**src/rtl/srb_pkg.sv**
```systemverilog
package srb_pkg;
  localparam int SRB_DATA_W = 32;
  localparam int SRB_REG_W  = 5;

  typedef enum logic {
    OPC_REGWRITE = 1'b0,
    OPC_BRANCH   = 1'b1
  } op_class_e;
endpackage

```
**src/rtl/srb_ptrs.sv**
```systemverilog
module srb_ptrs #(
  parameter int DEPTH = 8,
  localparam int TAG_W = $clog2(DEPTH),
  localparam int CNT_W = $clog2(DEPTH + 1)
) (
  input  logic             clk,
  input  logic             rst,
  input  logic             alloc_fire,
  input  logic             retire_fire,
  input  logic             flush,
  output logic [TAG_W-1:0] head,
  output logic [TAG_W-1:0] tail,
  output logic [CNT_W-1:0] count
);
  localparam logic [TAG_W-1:0] LAST = TAG_W'(DEPTH - 1);

  function automatic logic [TAG_W-1:0] bump(input logic [TAG_W-1:0] p);
    return (p == LAST) ? '0 : p + 1'b1;
  endfunction

  always_ff @(posedge clk) begin
    if (rst || flush) begin
      head  <= '0;
      tail  <= '0;
      count <= '0;
    end else begin
      if (alloc_fire)  tail <= bump(tail);
      if (retire_fire) head <= bump(head);
      case ({alloc_fire, retire_fire})
        2'b10:   count <= count + 1'b1;
        2'b01:   count <= count - 1'b1;
        default: count <= count;
      endcase
    end
  end

  a_r3_no_overflow: assert property (@(posedge clk) disable iff (rst)
    count <= CNT_W'(DEPTH));

  a_r2_gap_matches_count: assert property (@(posedge clk) disable iff (rst)
    ((int'(tail) + DEPTH - int'(head)) % DEPTH) == (int'(count) % DEPTH));
endmodule

```
**src/rtl/srb_store.sv**
```systemverilog
module srb_store
  import srb_pkg::*;
#(
  parameter int DEPTH  = 8,
  parameter int DATA_W = SRB_DATA_W,
  parameter int REG_W  = SRB_REG_W,
  parameter int NUM_RD = 2,
  localparam int TAG_W = $clog2(DEPTH)
) (
  input  logic                    clk,
  input  logic                    rst,
  input  logic                    flush,
  input  logic                    alloc_fire,
  input  logic [TAG_W-1:0]        tail,
  input  op_class_e               alloc_cls,
  input  logic [REG_W-1:0]        alloc_dest,
  input  logic                    retire_fire,
  input  logic [TAG_W-1:0]        head,
  input  logic                    cdb_valid,
  input  logic [TAG_W-1:0]        cdb_tag,
  input  logic [DATA_W-1:0]       cdb_value,
  input  logic                    cdb_mispredict,
  input  logic [NUM_RD*TAG_W-1:0] rd_tag,
  output logic [NUM_RD-1:0]       rd_ready,
  output logic [NUM_RD*DATA_W-1:0] rd_value,
  output logic                    tail_busy,
  output logic                    head_busy,
  output logic                    head_rdy,
  output op_class_e               head_cls,
  output logic                    head_mis,
  output logic [REG_W-1:0]        head_dest,
  output logic [DATA_W-1:0]       head_value
);
  logic              busy_q [DEPTH];
  logic              rdy_q  [DEPTH];
  logic              mis_q  [DEPTH];
  op_class_e         cls_q  [DEPTH];
  logic [REG_W-1:0]  dst_q  [DEPTH];
  logic [DATA_W-1:0] val_q  [DEPTH];

  logic cdb_hit;
  assign cdb_hit = cdb_valid && busy_q[cdb_tag] && !flush;

  // control flags carry the reset and the flush
  always_ff @(posedge clk) begin
    if (rst || flush) begin
      for (int i = 0; i < DEPTH; i++) begin
        busy_q[i] <= 1'b0;
        rdy_q[i]  <= 1'b0;
        mis_q[i]  <= 1'b0;
      end
    end else begin
      if (retire_fire) busy_q[head] <= 1'b0;
      if (alloc_fire) begin
        busy_q[tail] <= 1'b1;
        rdy_q[tail]  <= 1'b0;
        mis_q[tail]  <= 1'b0;
      end
      if (cdb_hit) begin
        rdy_q[cdb_tag] <= 1'b1;
        mis_q[cdb_tag] <= cdb_mispredict;
      end
    end
  end

  // payload fields have no reset and a single write port each
  always_ff @(posedge clk) begin
    if (alloc_fire) begin
      cls_q[tail] <= alloc_cls;
      dst_q[tail] <= alloc_dest;
    end
  end

  always_ff @(posedge clk) begin
    if (cdb_hit) val_q[cdb_tag] <= cdb_value;
  end

  generate
    for (genvar p = 0; p < NUM_RD; p++) begin : g_rd
      logic [TAG_W-1:0] t;
      assign t = rd_tag[p*TAG_W +: TAG_W];
      assign rd_ready[p] = busy_q[t] && rdy_q[t];
      assign rd_value[p*DATA_W +: DATA_W] = val_q[t];
    end
  endgenerate

  assign tail_busy  = busy_q[tail];
  assign head_busy  = busy_q[head];
  assign head_rdy   = rdy_q[head];
  assign head_cls   = cls_q[head];
  assign head_mis   = mis_q[head];
  assign head_dest  = dst_q[head];
  assign head_value = val_q[head];

  a_r2_alloc_marks_pending: assert property (@(posedge clk) disable iff (rst)
    (alloc_fire && !flush) |=> (busy_q[$past(tail)] && !rdy_q[$past(tail)]));

  a_r4_capture_sets_ready: assert property (@(posedge clk) disable iff (rst)
    (cdb_hit && !retire_fire) |=> rdy_q[$past(cdb_tag)]);
endmodule

```
**src/rtl/srb_retire.sv**
```systemverilog
module srb_retire
  import srb_pkg::*;
#(
  parameter int DATA_W = SRB_DATA_W,
  parameter int REG_W  = SRB_REG_W
) (
  input  logic              clk,
  input  logic              rst,
  input  logic              head_busy,
  input  logic              head_rdy,
  input  op_class_e         head_cls,
  input  logic              head_mis,
  input  logic [REG_W-1:0]  head_dest,
  input  logic [DATA_W-1:0] head_value,
  output logic              retire_fire,
  output logic              flush,
  output logic              arf_we,
  output logic [REG_W-1:0]  arf_addr,
  output logic [DATA_W-1:0] arf_data,
  output logic              redirect_valid,
  output logic [DATA_W-1:0] redirect_target
);
  logic is_br;
  assign is_br       = (head_cls == OPC_BRANCH);
  assign retire_fire = head_busy && head_rdy;
  assign flush       = retire_fire && is_br && head_mis;

  always_ff @(posedge clk) begin
    if (rst) begin
      arf_we          <= 1'b0;
      arf_addr        <= '0;
      arf_data        <= '0;
      redirect_valid  <= 1'b0;
      redirect_target <= '0;
    end else begin
      arf_we         <= retire_fire && !is_br;
      redirect_valid <= flush;
      if (retire_fire && !is_br) begin
        arf_addr <= head_dest;
        arf_data <= head_value;
      end
      if (flush) redirect_target <= head_value;
    end
  end

  a_r8_redirect_single: assert property (@(posedge clk) disable iff (rst)
    redirect_valid |=> !redirect_valid);

  a_r7_no_write_with_redirect: assert property (@(posedge clk) disable iff (rst)
    !(arf_we && redirect_valid));
endmodule

```
**src/rtl/spec_retire_buf.sv**
```systemverilog
module spec_retire_buf
  import srb_pkg::*;
#(
  parameter int DEPTH  = 8,
  parameter int DATA_W = SRB_DATA_W,
  parameter int REG_W  = SRB_REG_W,
  parameter int NUM_RD = 2,
  localparam int TAG_W = $clog2(DEPTH),
  localparam int CNT_W = $clog2(DEPTH + 1)
) (
  input  logic                     clk,
  input  logic                     rst,
  input  logic                     alloc_valid,
  input  logic                     alloc_is_branch,
  input  logic [REG_W-1:0]         alloc_dest,
  output logic                     alloc_ready,
  output logic [TAG_W-1:0]         alloc_tag,
  input  logic                     cdb_valid,
  input  logic [TAG_W-1:0]         cdb_tag,
  input  logic [DATA_W-1:0]        cdb_value,
  input  logic                     cdb_mispredict,
  input  logic [NUM_RD*TAG_W-1:0]  rd_tag,
  output logic [NUM_RD-1:0]        rd_ready,
  output logic [NUM_RD*DATA_W-1:0] rd_value,
  output logic                     arf_we,
  output logic [REG_W-1:0]         arf_addr,
  output logic [DATA_W-1:0]        arf_data,
  output logic                     redirect_valid,
  output logic [DATA_W-1:0]        redirect_target
);
  logic [TAG_W-1:0]  head, tail;
  logic [CNT_W-1:0]  count;
  logic              alloc_fire, retire_fire, flush, tail_busy;
  logic              head_busy, head_rdy, head_mis;
  op_class_e         head_cls, alloc_cls;
  logic [REG_W-1:0]  head_dest;
  logic [DATA_W-1:0] head_value;

  assign alloc_cls   = alloc_is_branch ? OPC_BRANCH : OPC_REGWRITE;
  assign alloc_ready = !tail_busy && !flush;
  assign alloc_fire  = alloc_valid && alloc_ready;
  assign alloc_tag   = tail;

  srb_ptrs #(.DEPTH(DEPTH)) u_ptrs (
    .clk(clk), .rst(rst), .alloc_fire(alloc_fire), .retire_fire(retire_fire),
    .flush(flush), .head(head), .tail(tail), .count(count)
  );

  srb_store #(.DEPTH(DEPTH), .DATA_W(DATA_W), .REG_W(REG_W), .NUM_RD(NUM_RD)) u_store (
    .clk(clk), .rst(rst), .flush(flush),
    .alloc_fire(alloc_fire), .tail(tail), .alloc_cls(alloc_cls), .alloc_dest(alloc_dest),
    .retire_fire(retire_fire), .head(head),
    .cdb_valid(cdb_valid), .cdb_tag(cdb_tag), .cdb_value(cdb_value),
    .cdb_mispredict(cdb_mispredict),
    .rd_tag(rd_tag), .rd_ready(rd_ready), .rd_value(rd_value),
    .tail_busy(tail_busy), .head_busy(head_busy), .head_rdy(head_rdy),
    .head_cls(head_cls), .head_mis(head_mis), .head_dest(head_dest),
    .head_value(head_value)
  );

  srb_retire #(.DATA_W(DATA_W), .REG_W(REG_W)) u_retire (
    .clk(clk), .rst(rst), .head_busy(head_busy), .head_rdy(head_rdy),
    .head_cls(head_cls), .head_mis(head_mis), .head_dest(head_dest),
    .head_value(head_value), .retire_fire(retire_fire), .flush(flush),
    .arf_we(arf_we), .arf_addr(arf_addr), .arf_data(arf_data),
    .redirect_valid(redirect_valid), .redirect_target(redirect_target)
  );

  a_r3_full_blocks_alloc: assert property (@(posedge clk) disable iff (rst)
    (count == CNT_W'(DEPTH)) |-> !alloc_ready);

  a_r8_empty_after_flush: assert property (@(posedge clk) disable iff (rst)
    redirect_valid |-> (count == '0));

  a_r9_occupancy_kept: assert property (@(posedge clk) disable iff (rst)
    (alloc_fire && retire_fire && !flush) |=> (count == $past(count)));
endmodule

```
**config.mk**
```make
export PLATFORM = sky130hd
export DESIGN_NAME = spec_retire_buf
export DESIGN_NICKNAME = d
export VERILOG_FILES = /design/src/rtl/srb_pkg.sv /design/src/rtl/srb_ptrs.sv /design/src/rtl/srb_store.sv /design/src/rtl/srb_retire.sv /design/src/rtl/spec_retire_buf.sv
export SDC_FILE = /design/constraint.sdc
export NUM_CORES = 1
export LEC_CHECK = 0
export ABC_AREA = 1
export BUFFER_PORTS_ARGS = -buffer_cell sky130_fd_sc_hd__buf_2
export CORE_ASPECT_RATIO = 1.2
export CORE_MARGIN = 2
export CORE_UTILIZATION = 43
export CTS_BUF_LIST = sky130_fd_sc_hd__clkbuf_8
export DETAILED_ROUTE_END_ITERATION = 10
export PLACE_DENSITY_LB_ADDON = 0.25
export RECOVER_POWER = 100
export REMOVE_ABC_BUFFERS = 1
export SLEW_MARGIN = 20
export SYNTH_ARGS = -nofsm -noshare
export SYNTH_HDL_FRONTEND = slang
export SYNTH_SLANG_ARGS = --single-unit
```
**constraint.sdc**
```tcl
create_clock -name clk -period 5.1 [get_ports clk]
set_input_delay 1.02 -clock clk [delete_from_list [all_inputs] [get_ports clk]]
set_output_delay 1.02 -clock clk [all_outputs]
set_load 0.01 [all_outputs]
```
==> results of run 1 <==
worst reg2reg max path, stage by stage (launching register included):
cell and delay [ns]:
dfxtp_4 0.89, inv_6 0.33, nand2_1 0.16, nand3_1 0.10, nand3_2 0.11, nand2_1 0.36, inv_1 0.33, nand2_1 0.35
nand2_1 0.22, inv_1 0.15, nand2_1 0.13, clkinv_1 0.06, clkbuf_2 0.76
through the flow:
step / total power (W) / std cells / setup slack [ns]
floorplan: 0.00424 / 2122 / -0.822
global placement: 0.00463 / 2975 / 1.08
detailed placement: 0.00465 / 2975 / 1.08
CTS: 0.00761 / 3102 / 0.639
global route: 0.00782 / 3104 / 0.259
finish: 0.00756 / 3104 / 0.432
metal layers:
| layer | share of wire (%) | wire length, um |
|---|---|---|
| met1 | 39 | 27000 |
| met2 | 48 | 33600 |
| met3 | 9.5 | 6640 |
| met4 | 3.5 | 2450 |
| met5 | 0.017 | 12 |
cells in the final DEF, fill, tap and decap left out, drive strengths merged, types with 2 or more instances in the layout:
| cell | Yosys | layout |
|---|---|---|
| nand3 | 47 | 47 |
| mux2i | 19 | 19 |
| diode | 0 | 2 |
| clkinv | 4 | 23 |
| ha | 4 | 4 |
| nor2 | 197 | 197 |
| a22oi | 5 | 5 |
| o2111ai | 5 | 5 |
| nand2 | 360 | 360 |
| bufinv | 0 | 2 |
| o21ai | 503 | 503 |
| dfxtp | 99 | 99 |
| a211oi | 5 | 5 |
| a21oi | 231 | 231 |
| edfxtp | 312 | 312 |
| a31oi | 72 | 72 |
| o211ai | 71 | 71 |
| buf | 62 | 45 |
| clkbuf | 116 | 269 |
| clkinvlp | 0 | 4 |
| nand4 | 15 | 15 |
| nor3 | 18 | 18 |
| inv | 151 | 169 |
power breakdown:
group / switching, W / internal, W / leakage (nW) / total, W
Combinational: 0.000603 / 0.000218 / 3.83 / 0.000821
Sequential: 0.0000660 / 0.00368 / 3.62 / 0.00375
Clock: 0.00139 / 0.00160 / 0.790 / 0.00299
state kept, by name, summed over array words and instances, names as in the netlist, named ones only:
signal,cells
u_ptrs.tail,3
u_retire.redirect_target,32
u_retire.arf_data,32
u_store.dst_q,40
u_ptrs.head,3
u_retire.redirect_valid,1
u_store.mis_q,8
u_retire.arf_we,1
u_store.val_q,256
u_store.busy_q,8
u_store.cls_q,8
u_store.rdy_q,8
u_retire.arf_addr,5
layout make-up:
type	count	area (um2)
inverters	155	589
multi-input cells	1556	7660
well taps	623	779
clock inverters	43	245
repair buffers	230	1050
clock buffers	84	1160
diodes	2	5.00
flip-flops and latches	411	11400
fillers	4539	24200
cell families (layout without fill, tap and decap cells):
kind of cell | count (synthesis) | count (layout) | synth area share [%]
multiplexers | 19 | 19 | 0.928
AND/OR/NAND/NOR | 638 | 638 | 12.8
buffers and inverters | 333 | 512 | 6.86
AO/OA/AOI/OAI | 895 | 895 | 23.8
other | 0 | 2 | 0
flip-flops | 411 | 411 | 55.4
adder cells (fa/ha/maj) | 4 | 4 | 0.244
how the worst max path moves through the flow:
stage	from	end	slack (ns)	cells after the start
floorplan	flop	u_store.val_q[0][0]	-0.82	12
global placement	rd_tag[0]	rd_value[28]	1.08	7
detailed placement	rd_tag[0]	rd_value[28]	1.08	7
CTS	flop	alloc_ready	0.64	9
global route	flop	u_store.val_q[1][12]	0.26	12
finish	rd_tag[0]	rd_value[19]	0.43	7
==> reports/metrics.cfg, run 1 <==
[yosys]
yosys_warnings=0
ys_async_sr_fraction_pct=0
synth-seq-area-share_pct=55.4
yosys.cell_count.top_type=o21ai_0
syn_avg_cell_area_um2=8.91
synth_flop_cell=edfxtp_1
synth_area_leaders=edfxtp_1, o21ai_0, dfxtp_1
yosysUniqueCellTypes=40
syn_area_um2=20500
synth.top_cell.area_share_pct=45.7
synth_edf_count=312
synthCells=2300
yosys-top-cells-count=o21ai_0, nand2_1, edfxtp_1
yosysTopAreaCell=edfxtp_1
synth-seq-cells=411

[worst_hold_path]
hold_path_end=u_retire.redirect_target[30]
worstHoldStart=u_retire.redirect_target[30]
min_delay_path_depth=2
worstHoldPathType=flop to flop

[global_routing]
grt.total_usage_pct=27.6
grt_max_degree=97
grt_pass1_vias=17900
grt_use_met2_pct=45.8
grt-ovfl-total=0
met1_usage_pct=34.4
grt-busiest-layer=met2
grt_first_pass_wirelength_um=104000
use_met3_pct=5.29
antenna_found_initial=3

[clock_tree]
cts_setup_buffers=0
cts_tree=built
cts-hold-fix-buffers=0
cts_buffers=70
clockRootBuffer=clkbuf_8
clk_latency_ns=0.65
clock-sinks=411
postCtsResizedCells=0
h-tree-depth=3
cts.path.max_buffers=3
clkSlewWorstSetupHoldPaths_ns=0.05

[place]
dpl_cell_area_um2=21800
dp_hpwl_um=42000
gp_congestion=0.875
io_buffer_count=192

[critical_path]
reg2reg_depth=12
cp_max_fo=54
cp_data_arrival_time_ns=3.65
cp-start-kind=input port
cp.buffers_inverters=4
reg2reg_to=u_store.val_q[1][1]
critical-path-top-delay-family=buffers and inverters
r2r_slack_ns=0.56
worstSetupPathType=input port to primary output
cp_cell_sequence=buf_4 > clkinv_2 > clkbuf_2 > o21ai_0 > a21oi_1 > a31oi_1 > clkbuf_1
cpMaxStageDelayCell=clkbuf_2
required_ns=4.08
cp-end-kind=primary output
cpPeakStageDelay_ns=0.76

[routing]
first_pass_iters=6
drt-total-wl_um=69600
drtIter0Drc=2256
drc_errors=0
viasPerCell=5.97
wl_per_cell_um=22.4
ant_nets=0
vias=18500

[power]
leakagePower_nw=8.24
vdd_ir_drop_max_mv=0.176
powerDensity_nw_per_um2=331

[sta]
timing.fmax_mhz=214
skew_ns=0.0214
setup_viol=0
drv_slew=43
rsz0062_at_grt=no
tightest_slew_ns=1.51
tns_ns=0
max_slew_margin_pct=-0.401
hold_slack_ns=0.459
layout_worst_path_cycle_share_pct=91.5
period_minus_slack_ns=4.67
hold_viol=0

[flow_run]
max-cap-violations=0

[layout]
fin_area_um2=22800
finalNetCount=2480
final_core_util_pct=48.6
synthToLayoutAreaGrowth_pct=11.5
drive_above_1_share_pct=7.75

[floorplanning]
die_h_um=243
initial_core_util_pct=43.6
core_area_um2=47000
die_area_um2=49400
io_pins=193
num_rows=87
die_x_um=203

[outcome]
outcome=finished with violations
violations=max-slew violations

(Power assumes the default switching activity.)
==> run 2, diff against run 1 <==
--- a/config.mk
+++ b/config.mk
@@ -7,9 +7,9 @@
 export LEC_CHECK = 0
 export ABC_AREA = 1
 export BUFFER_PORTS_ARGS = -buffer_cell sky130_fd_sc_hd__buf_2
-export CORE_ASPECT_RATIO = 1.2
+export CORE_ASPECT_RATIO = 0.7
 export CORE_MARGIN = 2
-export CORE_UTILIZATION = 43
+export CORE_UTILIZATION = 56
 export CTS_BUF_LIST = sky130_fd_sc_hd__clkbuf_8
 export DETAILED_ROUTE_END_ITERATION = 10
 export PLACE_DENSITY_LB_ADDON = 0.25
@@ -18,4 +18,5 @@
 export SLEW_MARGIN = 20
 export SYNTH_ARGS = -nofsm -noshare
 export SYNTH_HDL_FRONTEND = slang
+export SYNTH_HIERARCHICAL = 1
 export SYNTH_SLANG_ARGS = --single-unit
==> run 2 against run 1 <==
Compared with the run above: the flow finishes with violations (max-capacitance violations, max-slew violations); global-route usage increased by 5.0 points; non-clock buffer count increased by 6; cell count decreased by 1.4%; synthesized cell count increased by 4.1%; register-to-register slack improved by 0.14 ns; largest cell class unchanged; largest power group unchanged; highest routed layer is now met4.
==> reports/metrics.cfg, run 2 <==
[critical_path]
cp-start-kind=input port
reg2reg_to=u_store/val_q[4][5]
r2r_slack_ns=0.70  ; +0.14 ns
required_ns=4.08  ; about the same
critical-path-top-delay-family=buffers and inverters
cp_cell_sequence=clkbuf_2 > clkinv_2 > buf_2 > a21oi_1 > o21ai_0 > nand2_1 > o21a_1 > clkbuf_1
cp-end-kind=primary output
worstSetupPathType=input port to primary output
cp_max_fo=62  ; +15%
cp_data_arrival_time_ns=3.61  ; -0.04 ns
reg2reg_from=u_ptrs/head[0]
cp.buffers_inverters=4  ; unchanged
cpPeakStageDelay_ns=0.90  ; +0.14 ns
reg2reg_depth=13  ; +1
cpMaxStageDelayCell=buf_2

[floorplanning]
io_pins=193  ; unchanged
core_area_um2=36000  ; -23%
die_area_um2=38100  ; -23%
initial_core_util_pct=56.9  ; +13 points
num_rows=58  ; -33%
die_x_um=233  ; +14%
die_h_um=164  ; -33%

[layout]
final_cell_mix=inv_1, o21ai_0, edfxtp_1
n_antenna_cell=0  ; -2
regMostFlops=u_store/val_q
drive_above_1_share_pct=6.12  ; -1.6 points
synthToLayoutAreaGrowth_pct=10.6
final_common_cell=inv_1
n_fill_cell=3104  ; -32%
reg_top3=u_store/val_q x256, u_store/dst_q x40
fin_area_um2=22600  ; -0.84%
largest_reg_flops=256  ; unchanged
multi_input_area_um2=7200  ; -5.9%
finalNetCount=2587  ; +4.3%
seq_area_um2=11200  ; -1.1%
final_cells=3061  ; -1.4%

[place]
gp_congestion=0.992  ; +13%
dpl_cell_area_um2=21800  ; unchanged
dp_hpwl_um=38700  ; -7.9%
io_buffer_count=192  ; unchanged
placedCellCount=2948  ; -0.91%

[sta]
period_minus_slack_ns=4.63  ; -0.0415 ns
hold_viol=0  ; unchanged
timing.fmax_mhz=216  ; +0.90%
rsz0062_at_grt=no
setup_viol=0  ; unchanged
tightest_slew_ns=2.09  ; +0.587 ns
drv_slew=109  ; +150%
layout_worst_path_cycle_share_pct=90.7  ; -0.81 points
max_slew_margin_pct=-39.7  ; -39 points
hold_slack_ns=0.463  ; +0.00479 ns
skew_ns=0.0273  ; +0.00593 ns

[worst_hold_path]
hold_path_end=u_store/rdy_q[1]
worstHoldPathType=flop to flop
min_delay_path_depth=2  ; unchanged
worstHoldStart=u_store/rdy_q[1]

[clock_tree]
clock-sinks=405  ; -1.5%
cts.path.max_buffers=3  ; unchanged
h-tree-depth=2  ; -1
postCtsResizedCells=0  ; unchanged
clkSlewWorstSetupHoldPaths_ns=0.07  ; +0.02 ns
clk_latency_ns=0.65  ; about the same
clockRootBuffer=clkbuf_8
cts_setup_buffers=0  ; unchanged
cts_buffers=61  ; -13%
cts-hold-fix-buffers=0  ; unchanged
cts_tree=built

[routing]
drtIter0Drc=3117  ; +38%
vias=18500  ; -0.0054%
ant_nets=0  ; unchanged
wl_per_cell_um=20.7  ; -7.8%
viasPerCell=6.06  ; +1.4%
first_pass_iters=6  ; unchanged
drc_errors=0  ; unchanged
drt-total-wl_um=63300  ; -9.1%

[yosys]
syn_area_um2=20500  ; about the same
synthCells=2394  ; +4.1%
yosys_warnings=6  ; +6
syn_avg_cell_area_um2=8.55  ; -4.0%

[global_routing]
grt_pass1_vias=17300  ; -3.3%
antenna_found_initial=0  ; -3
grt.total_usage_pct=32.5  ; +5.0 points
grt-ovfl-total=0  ; unchanged
grt_max_degree=161  ; +66%
grt_first_pass_wirelength_um=95700  ; -8.4%

[outcome]
violations=max-capacitance violations, max-slew violations
outcome=finished with violations

[flow_run]
max-cap-violations=2  ; +2

[power]
powerDensity_nw_per_um2=306  ; -7.6%
leakagePower_nw=8.89  ; +7.9%
vdd_ir_drop_max_mv=0.277  ; +58%

==> run 2: per-stage QoR <==
step | setup slack, ns | utilization (%) | power [W] | TNS [ns]
global placement | 1.25 | 60.5 | 0.00431 | 0
CTS | 0.756 | 63.8 | 0.00696 | 0
finish | 0.474 | 62.9 | 0.00692 | 0
floorplan | -0.859 | - | 0.00401 | -223.35
detailed placement | 1.00 | 60.5 | 0.00433 | 0
global route | 0.344 | 62.9 | 0.00714 | 0
==> run 2: how the worst max path moves through the flow <==
stage	start	end	slack, ns	cells past startpoint
after detailed placement	u_ptrs/head[0]	u_store/val_q[0][31]	1.00	13
after CTS	u_ptrs/head[0]	alloc_ready	0.76	10
after floorplan	u_ptrs/head[0]	u_store/val_q[0][0]	-0.86	10
after global routing	rd_tag[0]	rd_value[18]	0.34	8
after global placement	u_ptrs/head[0]	u_store/val_q[0][31]	1.25	13
final	rd_tag[0]	rd_value[30]	0.47	8
==> run 2: power by group <==
group          switching, W  internal, W  total, W
Sequential        0.0000271      0.00360   0.00362
Combinational      0.000453     0.000182  0.000636
Clock               0.00131      0.00136   0.00266
Total               0.00179      0.00514   0.00692
==> run 2: metal layers <==
| metal | track usage, % | wire length [um] | up-vias |
|---|---|---|---|
| li1 | - | - | 8424 |
| met1 | 45.8 | 24900 | 8467 |
| met2 | 48.1 | 27100 | 1448 |
| met3 | 8.68 | 9260 | 201 |
| met4 | 13.1 | 2040 | 0 |
| met5 | 0 | 0 | - |
==> run 2: area by class of cell <==
type	count	share of cell area, %
inverters	352	5.84
repair buffers	236	4.83
flip-flops and latches	405	49.6
clock buffers	63	3.83
well taps	480	2.65
clock inverters	50	1.45
multi-input cells	1475	31.8
==> run 2: tightest hold or removal path: cells and delay by family, from the launching register on <==
family | cells | cell delay [ns]
flip-flops | 1 | 0.32
AND/OR/NAND/NOR | 2 | 0.11
